### src/rtl/dma_step_pkg.sv
package dma_step_pkg;

  localparam int SIZE_BITS = 3;
  localparam int SZ_BYTE   = 0;
  localparam int SZ_HALF   = 1;
  localparam int SZ_WORD   = 2;

  function automatic logic [2:0] size_to_step(input logic [SIZE_BITS-1:0] sz);
    logic [2:0] s;
    if (sz[SZ_WORD])      s = 3'd4;
    else if (sz[SZ_HALF]) s = 3'd2;
    else if (sz[SZ_BYTE]) s = 3'd1;
    else                  s = 3'd0;
    return s;
  endfunction

endpackage

### src/rtl/step_rst_sync.sv
module step_rst_sync #(
  parameter int STAGES = 2
) (
  input  logic clk,
  input  logic rst_n,
  output logic rst_sync_n
);

  logic [STAGES-1:0] chain_q;
  logic [STAGES-1:0] chain_d;

  always_comb begin
    chain_d = {chain_q[STAGES-2:0], 1'b1};
  end

  always_ff @(posedge clk or negedge rst_n) begin
    if (!rst_n) chain_q <= '0;
    else        chain_q <= chain_d;
  end

  assign rst_sync_n = chain_q[STAGES-1];

endmodule

### src/rtl/step_size_decode.sv
module step_size_decode
  import dma_step_pkg::*;
#(
  parameter int STEP_W = 4
) (
  input  logic [SIZE_BITS-1:0] size_i,
  output logic [STEP_W-1:0]    step_o
);

  logic [2:0] raw_step;

  always_comb begin
    raw_step = size_to_step(size_i);
    step_o   = STEP_W'(raw_step);
  end

  always_comb begin
    AST_STEP_POW2: assert ($countones(step_o) <= 1) else $error("size step not a power of two");
  end

endmodule

### src/rtl/step_side.sv
module step_side #(
  parameter int OVR_W   = 4,
  parameter int OVR_PW  = 4,
  parameter int OVR_RST = 0,
  parameter int STEP_W  = 4
) (
  input  logic              clk,
  input  logic              rst_n,
  input  logic              hold_i,
  input  logic [STEP_W-1:0] size_step_i,
  input  logic              ovr_we_i,
  input  logic [OVR_PW-1:0] wdata_i,
  input  logic [OVR_PW-1:0] ovr_i,
  output logic [STEP_W-1:0] step_o
);

  logic zero_flag;

  generate
    if (OVR_W == 0) begin : g_no_ovr
      logic unused_inputs;
      assign unused_inputs = ^{ovr_we_i, wdata_i, ovr_i};
      assign zero_flag = 1'b1;

      always_comb begin
        step_o = hold_i ? '0 : size_step_i;
      end

      AST_NO_OVR_SIZE: assert property (@(posedge clk) disable iff (!rst_n)
        !hold_i |-> step_o == size_step_i) else $error("width-0 side left size step");
    end else begin : g_ovr
      localparam logic FLAG_RST = (OVR_RST == 0);

      logic flag_q;
      logic flag_d;
      logic flag_en;

      always_comb begin
        flag_en = ovr_we_i;
        flag_d  = (wdata_i[OVR_W-1:0] == '0);
      end

      always_ff @(posedge clk or negedge rst_n) begin
        if (!rst_n)       flag_q <= FLAG_RST;
        else if (flag_en) flag_q <= flag_d;
      end

      assign zero_flag = flag_q;

      always_comb begin
        if (hold_i)         step_o = '0;
        else if (zero_flag) step_o = size_step_i;
        else                step_o = STEP_W'(ovr_i[OVR_W-1:0]);
      end

      AST_FLAG_LOAD: assert property (@(posedge clk) disable iff (!rst_n)
        ovr_we_i |=> zero_flag == ($past(wdata_i[OVR_W-1:0]) == '0)) else $error("flag load wrong");
      AST_FLAG_HOLD: assert property (@(posedge clk) disable iff (!rst_n)
        !ovr_we_i |=> $stable(zero_flag)) else $error("flag moved without strobe");
      AST_OVR_PASS: assert property (@(posedge clk) disable iff (!rst_n)
        (!hold_i && !zero_flag) |-> step_o == STEP_W'(ovr_i[OVR_W-1:0])) else $error("override not used");
    end
  endgenerate

endmodule

### src/rtl/dma_step_select.sv
module dma_step_select
  import dma_step_pkg::*;
#(
  parameter int DATA_W     = 32,
  parameter int RD_OVR_W   = 4,
  parameter int WR_OVR_W   = 3,
  parameter int RD_OVR_RST = 0,
  parameter int WR_OVR_RST = 5,
  localparam int RD_PW     = (RD_OVR_W == 0) ? 1 : RD_OVR_W,
  localparam int WR_PW     = (WR_OVR_W == 0) ? 1 : WR_OVR_W,
  localparam int OVR_MAX   = (RD_OVR_W > WR_OVR_W) ? RD_OVR_W : WR_OVR_W,
  localparam int STEP_W    = (OVR_MAX > 3) ? OVR_MAX : 3
) (
  input  logic                 clk,
  input  logic                 rst_n,
  input  logic                 hold_addr_i,
  input  logic [SIZE_BITS-1:0] xfer_size_i,
  input  logic [DATA_W-1:0]    reg_wdata_i,
  input  logic                 rd_ovr_we_i,
  input  logic                 wr_ovr_we_i,
  input  logic [RD_PW-1:0]     rd_ovr_i,
  input  logic [WR_PW-1:0]     wr_ovr_i,
  output logic [STEP_W-1:0]    rd_step_o,
  output logic [WR_PW-1+STEP_W-WR_PW:0] wr_step_o
);

  logic              rst_sync_n;
  logic [STEP_W-1:0] size_step;

  step_rst_sync #(.STAGES(2)) u_rst (
    .clk        (clk),
    .rst_n      (rst_n),
    .rst_sync_n (rst_sync_n)
  );

  step_size_decode #(.STEP_W(STEP_W)) u_size (
    .size_i (xfer_size_i),
    .step_o (size_step)
  );

  step_side #(
    .OVR_W   (RD_OVR_W),
    .OVR_PW  (RD_PW),
    .OVR_RST (RD_OVR_RST),
    .STEP_W  (STEP_W)
  ) u_rd (
    .clk         (clk),
    .rst_n       (rst_sync_n),
    .hold_i      (hold_addr_i),
    .size_step_i (size_step),
    .ovr_we_i    (rd_ovr_we_i),
    .wdata_i     (reg_wdata_i[RD_PW-1:0]),
    .ovr_i       (rd_ovr_i),
    .step_o      (rd_step_o)
  );

  step_side #(
    .OVR_W   (WR_OVR_W),
    .OVR_PW  (WR_PW),
    .OVR_RST (WR_OVR_RST),
    .STEP_W  (STEP_W)
  ) u_wr (
    .clk         (clk),
    .rst_n       (rst_sync_n),
    .hold_i      (hold_addr_i),
    .size_step_i (size_step),
    .ovr_we_i    (wr_ovr_we_i),
    .wdata_i     (reg_wdata_i[WR_PW-1:0]),
    .ovr_i       (wr_ovr_i),
    .step_o      (wr_step_o)
  );

  logic unused_wdata;
  assign unused_wdata = ^reg_wdata_i;

  AST_HOLD_ZERO: assert property (@(posedge clk) disable iff (!rst_sync_n)
    hold_addr_i |-> (rd_step_o == '0 && wr_step_o == '0)) else $error("hold mode step nonzero");
  AST_SIZE_NOT_WIDER: assert property (@(posedge clk) disable iff (!rst_sync_n)
    xfer_size_i == '0 |-> size_step == '0) else $error("empty size gave a step");

endmodule

### config.mk
export PLATFORM = sky130hd
export DESIGN_NAME = dma_step_select
export DESIGN_NICKNAME = d
export VERILOG_FILES = /design/src/rtl/dma_step_pkg.sv /design/src/rtl/step_rst_sync.sv /design/src/rtl/step_size_decode.sv /design/src/rtl/step_side.sv /design/src/rtl/dma_step_select.sv
export SDC_FILE = /design/constraint.sdc
export NUM_CORES = 1
export LEC_CHECK = 0
export ABC_AREA = 1
export BUFFER_PORTS_ARGS = -buffer_cell sky130_fd_sc_hd__buf_2
export CORE_AREA = 2 2 39 41
export DETAILED_ROUTE_END_ITERATION = 8
export DIE_AREA = 0 0 41 43
export MAX_ROUTING_LAYER = met4
export PLACE_DENSITY = 0.71
export SLEW_MARGIN = 10
export SYNTH_ARGS = -nofsm -noshare
export SYNTH_HDL_FRONTEND = slang
export SYNTH_SLANG_ARGS = --single-unit
### constraint.sdc
create_clock -name clk -period 1.03 [get_ports clk]
set_clock_uncertainty 0.05 [all_clocks]
set_input_delay 0.1545 -clock clk [delete_from_list [all_inputs] [get_ports clk]]
set_output_delay 0.1545 -clock clk [all_outputs]
set_load 0.02 [all_outputs]
Word-level counts from Yosys, hierarchy flattened:

Index checks and enable logic that the tools add are counted.

* input bits: 47
* logic and storage cells: 12
* register bits: 4

* reductions and logical operators: 2
* muxes and demuxes: 7

Operator list (number)
* $mux W3: 4
* $mux W4: 2
* $logic_not A4 Y1: 1
* $logic_not A3 Y1: 1
* $mux W1: 1

Logic depth before layout (Yosys ltp):

Gate-level depths: netlist of the first run.

* depth in word-level cells: 5
* gate-level depth with buffers: 3
* mapped depth without buffers: 3

Modules after synthesis:

Synthesis of the first run repeated with hierarchy kept, for this count alone.

* cell total of the unflattened synthesis: 56
* area total of the unflattened synthesis: 332.8 µm²

Modules (own cells, without submodules)
* step_side at u_wr: seq. area each 25.0 µm², cells each 26, instances 1, area each 133.9 µm²
* step_side at u_rd: seq. area each 26.3 µm², cells each 20, instances 1, area each 106.4 µm²
* step_rst_sync: seq. area each 50.0 µm², cells each 3, instances 1, area each 53.8 µm²
* step_size_decode: seq. area each 0.0 µm², cells each 7, instances 1, area each 38.8 µm²

Worst setup path before layout of the first run:

No wires, ideal clock.

* kind: register -> output
* from: register u_rd.g_ovr.flag_q
* to: output port rd_step_o[0]
* arrival: 946 ps
* buffers on the path: 0
* setup slack: -121 ps
* cell stages (with the launch flop): 3
* path through: dfstp_2 > nand2_1 > o21ai_1

* cells in the longest elaborated chain, start to end: 2

RTL lines
* from (decl): RTL line step_side.sv:34 `logic flag_q;`
* from (signal assigned): RTL line step_side.sv:45 `else if (flag_en) flag_q <= flag_d;`
* $mux W4: RTL line step_side.sv:52 `else if (zero_flag) step_o = size_step_i;`
* $mux W4: RTL line step_side.sv:51 `if (hold_i) step_o = '0;`
* to (decl): RTL line dma_step_select.sv:23 `output logic [STEP_W-1:0] rd_step_o,`

No other way between the ends.

Final worst setup path of the first run:

* from: register u_rd.g_ovr.flag_q
* to: output port rd_step_o[1]

The elaborated chain is that of the path after synthesis.

==> results of run 1 <==
[cell type report]
type                       instances  area, µm²
clock buffer                       4       26.3
inverter                           4       15.0
timing repair buffer              31        201
fill                             145        840
sequential                         4        103
tap                               16       20.0
multi-input combinational         28        179
[flip-flops by register name, indices dropped and copies added (netlist names)]
signal	flops
u_rd.g_ovr.flag_q	1
u_wr.g_ovr.flag_q	1
u_rst.chain_q	2
[metrics by stage]
step                      worst slack (ps)  hold WS (ps)  cells  power [µW]  instance area [µm²]
after floorplan                      -8.77          -191     37         259                  293
after global placement                -123          -110     79         319                  445
after detailed placement              -149          -107     79         321                  445
after CTS                             -375          51.0     86         570                  523
after global routing                  -387          64.9     87         613                  544
final                                 -331          55.4     87         564                  544
[worst reg2reg max path, delay by kind of cell (launching register included)]
family | cells | cell delay, ps
buf+inv | 1 | 120
simple gates | 2 | 90
flops | 1 | 570
[worst paths after layout]
check                           cells past startpoint                 to
min in group asynchronous                           0  u_rd.g_ovr.flag_q
worst max-delay path                                3       rd_step_o[1]
worst min-delay path                                2  u_wr.g_ovr.flag_q
max in group asynchronous                           1  u_wr.g_ovr.flag_q
worst min register to register                      0  u_rd.g_ovr.flag_q
worst max register to register                      3  u_rd.g_ovr.flag_q
[power by group]
group / internal [µW] / switching [µW] / leakage (µW) / total, µW
registers: 169 / 9.43 / 0.0000447 / 178
logic: 87.8 / 85.7 / 0.000230 / 173
clock network: 146 / 67.2 / 0.0000150 / 213
total: 402 / 162 / 0.000290 / 564
[metal layers]
layer / global-route usage (%) / share of wire [%] / up-vias
li1: - / - / 184
met1: 8.82 / 35 / 150
met2: 18.4 / 56 / 16
met3: 6.28 / 9.0 / 0
met4: 2.00 / 0 / 0
met5: - / 0 / -
[synthesized netlist by cell type, drive strengths merged]
master / count
dfrtp: 3
nand2: 9
nor3b: 1
buf: 1
a21oi: 4
inv: 4
dfstp: 1
conb: 2
o21ai: 6
nand3: 1
nor2: 5
[cell usage in the layout (no fill, tap or decap), types with 3 or more instances in the layout]
cell,count
buf_2,19
buf_4,7
nand2_1,5
inv_1,4
nor2_1,4
a21oi_1,4
nand2_2,3
o21ai_4,3
o21ai_1,3
clkbuf_4,3
buf_6,3
[what timing repair did]
item	4_1_cts	5_1_grt
endpoints found under the hold margin	3	0
hold buffers	2	0
cloned	0	0
pin swaps	3	1
resized for setup	10	5
buffers inserted	1	1
endpoints found under the setup margin	7	7
[cell families (layout without fill, tap and decap cells)]
| logic type | after synthesis | after routing | synth area share, % |
|---|---|---|---|
| AOI/OAI and AO/OA | 10 | 10 | 20.3 |
| buffers and inverters | 5 | 39 | 9.14 |
| other | 2 | 2 | 3.05 |
| and+or+nand+nor | 16 | 16 | 26.4 |
| DFF | 4 | 4 | 41.1 |
==> key figures, run 1 <==
Setup path
  – Critical path peak fanout: 4
  – Worst stage delay on the critical path: 570 ps
  – R2r setup slk: 130 ps
  – Required time of the critical path: 830 ps
  – Buffers & Inverters on Critical Path: 1
  – Worst setup path start: u_rd.g_ovr.flag_q
  – Crit path max-delay family: flip-flops
  – Crit-path slowest cell: dfstp_2
  – Worst EP arrival: 1160 ps
  – Critical path class: flip-flop to output port
  – Setup crit start kind: flip-flop
  – Worst path cell trace: nand2_4 > o21ai_4 > buf_6
  – FF-to-FF Start: u_rd.g_ovr.flag_q
  – Critical path endpoint category: output port

Placement
  – Port Buf Inserts: 25
  – Hpwl dp: 577 µm
  – GP Congestion: 0.640

Timing
  – Peak Freq: between 700 and 800 MHz
  – Tcrit/Tclk final: 132%
  – Final Worst Setup Slack: -331 ps
  – Post-layout minimum cycle time: 1360 ps
  – RSZ-0062 raised after global routing: yes
  – Hold Fails Final Rpt: 0
  – Setup_tns: -1770 ps
  – Max-slew violations: 0
  – Final Setup Violations: 7

GRT
  – Pin count of the biggest net entering global routing: 8
  – Global-route wire length before repair: 1170 µm
  – GR Overflow Total: 0
  – Initial antenna violation count: 0
  – Gr usage total: between 10% and 20%
  – Number of global-route vias before repair: 345

Floorplanning
  – CORE AREA: 1380 µm²
  – Die area: around 1800 µm²
  – IO Pins: 55
  – Die X: 41 µm
  – Initial Utilization: about 18%
  – Die H: 43 µm
  – Row cnt: 14

Synth
  – Average cell area after synthesis: 6.66 µm²
  – Warning count from the yosys run: 0
  – Synth top area share: a little under a third
  – FF+latch count, synth: 4
  – Post-synthesis sequential area ratio: around 40%
  – Synth cell types: 12
  – Post-synthesis cell count: 37
  – Top cells by area, synth: dfrtp_1, nand2_1, dfstp_2
  – Synthesized area: 246 µm²
  – Synth Net Count: 84
  – Synth area leader: dfrtp_1

Route
  – Post-route DRC: 0
  – DRT Pass-1 Iters: 4
  – Via count: 350
  – Drt wl/cell: between 8 and 9 µm
  – DRT antenna net count: 0
  – 1st-iter DRT viols: 3
  – Via density: 4.02
  – WL final: 702 µm

Min path
  – Hold Path Origin: wr_ovr_we_i
  – Worst hold path class: input pin to flip-flop

Status
  – Failing checks: setup timing
  – Outcome: finished with violations

Power and ir drop
  – LEAKAGE: around 0.00029 µW
  – Worst-case vdd ir drop: 0.789 mV
  – Power density cells: around 1000 nW/µm²

Clock tree
  – Clock Path Buffers: 2
  – Root buffer selected by CTS: clkbuf_4
  – H-tree depth: 1
  – CTS tree: built
  – Clock slew at reported path FFs: about 40 ps
  – Worst-skew pair later-pin latency: approximately 240 ps
  – Clk sink count: 4
  – Total CTS buffers: 3

Cells and area
  – Fin util: 39.3%
  – Share of cells above drive strength 1: 60.6%
  – P&R area growth vs syn: 121%
  – Nets: 119
  – N_diodes: 0

Run
  – Max-cap viol count: 0
No activity file was read; power rests on OpenSTA's default activity.
==> inputs of run 2 (changes only) <==
==> constraint.sdc (replaced) <==
create_clock -name clk -period 1.03 [get_ports clk]
set_clock_uncertainty 0.05 [all_clocks]
set_input_delay 0.1545 -clock clk [delete_from_list [all_inputs] [get_ports clk]]
set_output_delay 0.1545 -clock clk [all_outputs]
set_load 0.05 [all_outputs]
==> run 2 against run 1 <==
The flow still finishes with violations (setup timing); hold slack improved by 3.2 ps; register-to-register slack better by 30 ps; maximum frequency decreased by 2.6%; clock-buffer cell count unchanged; wire length grew 9.5%; die area did not move; worst setup slack lost 36 ps; cell area up 11%; sequential share of layout area fell by 1.8 points; global-route usage down 0.23 points.
==> key figures, run 2 (same netlist as run 1, synthesis figures left out) <==
Cells and area
  – Top flop regs: u_rst.chain_q x2, u_rd.g_ovr.flag_q x1, u_wr.g_ovr.flag_q x1
  – Design area: 603 µm²
  – Top reg by flops: u_rst.chain_q
  – Non-filler cells, final: 86
  – N_diodes: 0
  – Fill cells: 150
  – Share of cells above drive strength 1: 62.9%
  – P&R area growth vs syn: 145%
  – Max FFs per register: 2
  – Leading cell type in the layout, fill and taps excluded: buf_2
  – Nets: 118
  – Area of the multi-input gates: 228 µm²
  – Commonest non-fill, non-tap cells in the layout: buf_2, nand2_1, buf_6
  – FF+latch area: a little over 100 µm²

Min path
  – Worst hold path class: input pin to flip-flop
  – Hold Path Depth: 2

Setup path
  – Worst EP arrival: 1190 ps
  – Critical path peak fanout: 4
  – Crit path max-delay family: flip-flops
  – Buffers & Inverters on Critical Path: 1
  – WP depth: 4
  – Critical path endpoint category: output port
  – Worst path cell trace: nor2_1 > nand2_1 > o21ai_4 > buf_6
  – Critical path class: flip-flop to output port
  – Worst-case reg-to-reg path depth: 2
  – Required time of the critical path: between 800 and 900 ps
  – Crit-path slowest cell: dfstp_2
  – Setup crit start kind: flip-flop
  – Worst stage delay on the critical path: 560 ps

Route
  – Via count: 360
  – DRT antenna net count: 0
  – Drt wl/cell: 8.94 µm
  – Via density: 4.19
  – Post-route DRC: 0
  – 1st-iter DRT viols: 4
  – DRT Pass-1 Iters: 4
  – WL final: 769 µm

Timing
  – Final Worst Setup Slack: -367 ps
  – Max-slew violations: 0
  – Tcrit/Tclk final: 136%
  – RSZ-0062 raised after global routing: yes
  – WHS: 58.6 ps
  – Hold Fails Final Rpt: 0
  – Post-layout minimum cycle time: 1400 ps
  – Final Setup Violations: 7
  – Setup_tns: -2320 ps
  – Peak Freq: 716 MHz

Placement
  – Hpwl dp: 674 µm
  – Dpl ws: -208 ps
  – Placed Cells: 80
  – GP Congestion: 0.704
  – Port Buf Inserts: 25
  – Placed Area: around 500 µm²

GRT
  – Initial antenna violation count: 0
  – GR Overflow Total: 0
  – Number of global-route vias before repair: about 370
  – Global-route wire length before repair: 1220 µm
  – Gr usage total: 10.2%
  – Pin count of the biggest net entering global routing: 8

Power and ir drop
  – LEAKAGE: 0.000296 µW
  – Power density cells: 1090 nW/µm²
  – Worst-case vdd ir drop: 0.726 mV

Clock tree
  – CTS tree: built
  – Clock slew at reported path FFs: 40 ps
  – Worst-skew pair later-pin latency: 230 ps
  – H-tree depth: 1
  – Clock Path Buffers: 2
  – Clk sink count: 4
  – Root buffer selected by CTS: clkbuf_4
  – Post-CTS setup buffer count: 0
  – Total CTS buffers: 3

Floorplanning
  – Initial Utilization: 17.8%
  – Die X: 41 µm
  – CORE AREA: 1380 µm²
  – Die area: 1760 µm²
  – IO Pins: 55
  – Die H: 43 µm
  – Row cnt: 14

Status
  – Failing checks: setup timing
  – Outcome: finished with violations

Run
  – Max-cap viol count: 0
[run 2: final timing paths]
check / endpoint / slack, ps / startpoint
min in group asynchronous: u_rd.g_ovr.flag_q / 140 / u_rst.chain_q[1]
hold reg to reg: u_rd.g_ovr.flag_q / 140 / u_rst.chain_q[1]
setup / recovery: rd_step_o[0] / -370 / u_rd.g_ovr.flag_q
max in group asynchronous: u_wr.g_ovr.flag_q / 270 / u_rst.chain_q[1]
setup reg to reg: u_wr.g_ovr.flag_q / 160 / u_wr.g_ovr.flag_q
hold / removal: u_wr.g_ovr.flag_q / 60 / wr_ovr_we_i
[run 2: worst reg2reg max path, cell delays in order (launching register included)]
cell and delay [ps]:
dfrtp_2 520, nor2_1 80, a21oi_1 130
[run 2: metrics by stage]
| stage | utilization (%) | total power, µW |
|---|---|---|
| 2_1_floorplan | - | 333 |
| 3_3_place_gp | 36.0 | 397 |
| 3_5_place_dp | 36.0 | 402 |
| 4_1_cts | 43.0 | 659 |
| 5_1_grt | 43.6 | 685 |
| 6_report | 43.6 | 654 |
[run 2: report_power, final]
group          switching (µW)  internal (µW)  leakage [µW]
registers                18.5            168     0.0000447
logic                     148            105      0.000237
clock network            68.7            146     0.0000150
total                     235            420      0.000296
[run 2: what timing repair did]
| item | CTS | global route |
|---|---|---|
| endpoints found under the setup margin | 7 | 7 |
| resized for setup | 16 | 1 |
| hold buffers | 2 | 0 |
| pin swaps | 2 | 1 |
| endpoints found under the hold margin | 3 | 0 |
[run 2: area by class of cell]
type,count,area share [%]
multi-input combinational,28,37.8
timing repair buffer,30,35.1
sequential,4,17.0
clock buffer,4,4.36
tap,16,3.32
inverter,4,2.49
[run 2: per-layer routing]
metal / up-vias / GRT usage (%) / part of all wire, %
li1: 182 / - / -
met1: 165 / 9.74 / 36
met2: 13 / 17.8 / 56
met3: 0 / 4.71 / 7.4
met4: 0 / 2.00 / 0
met5: - / - / 0
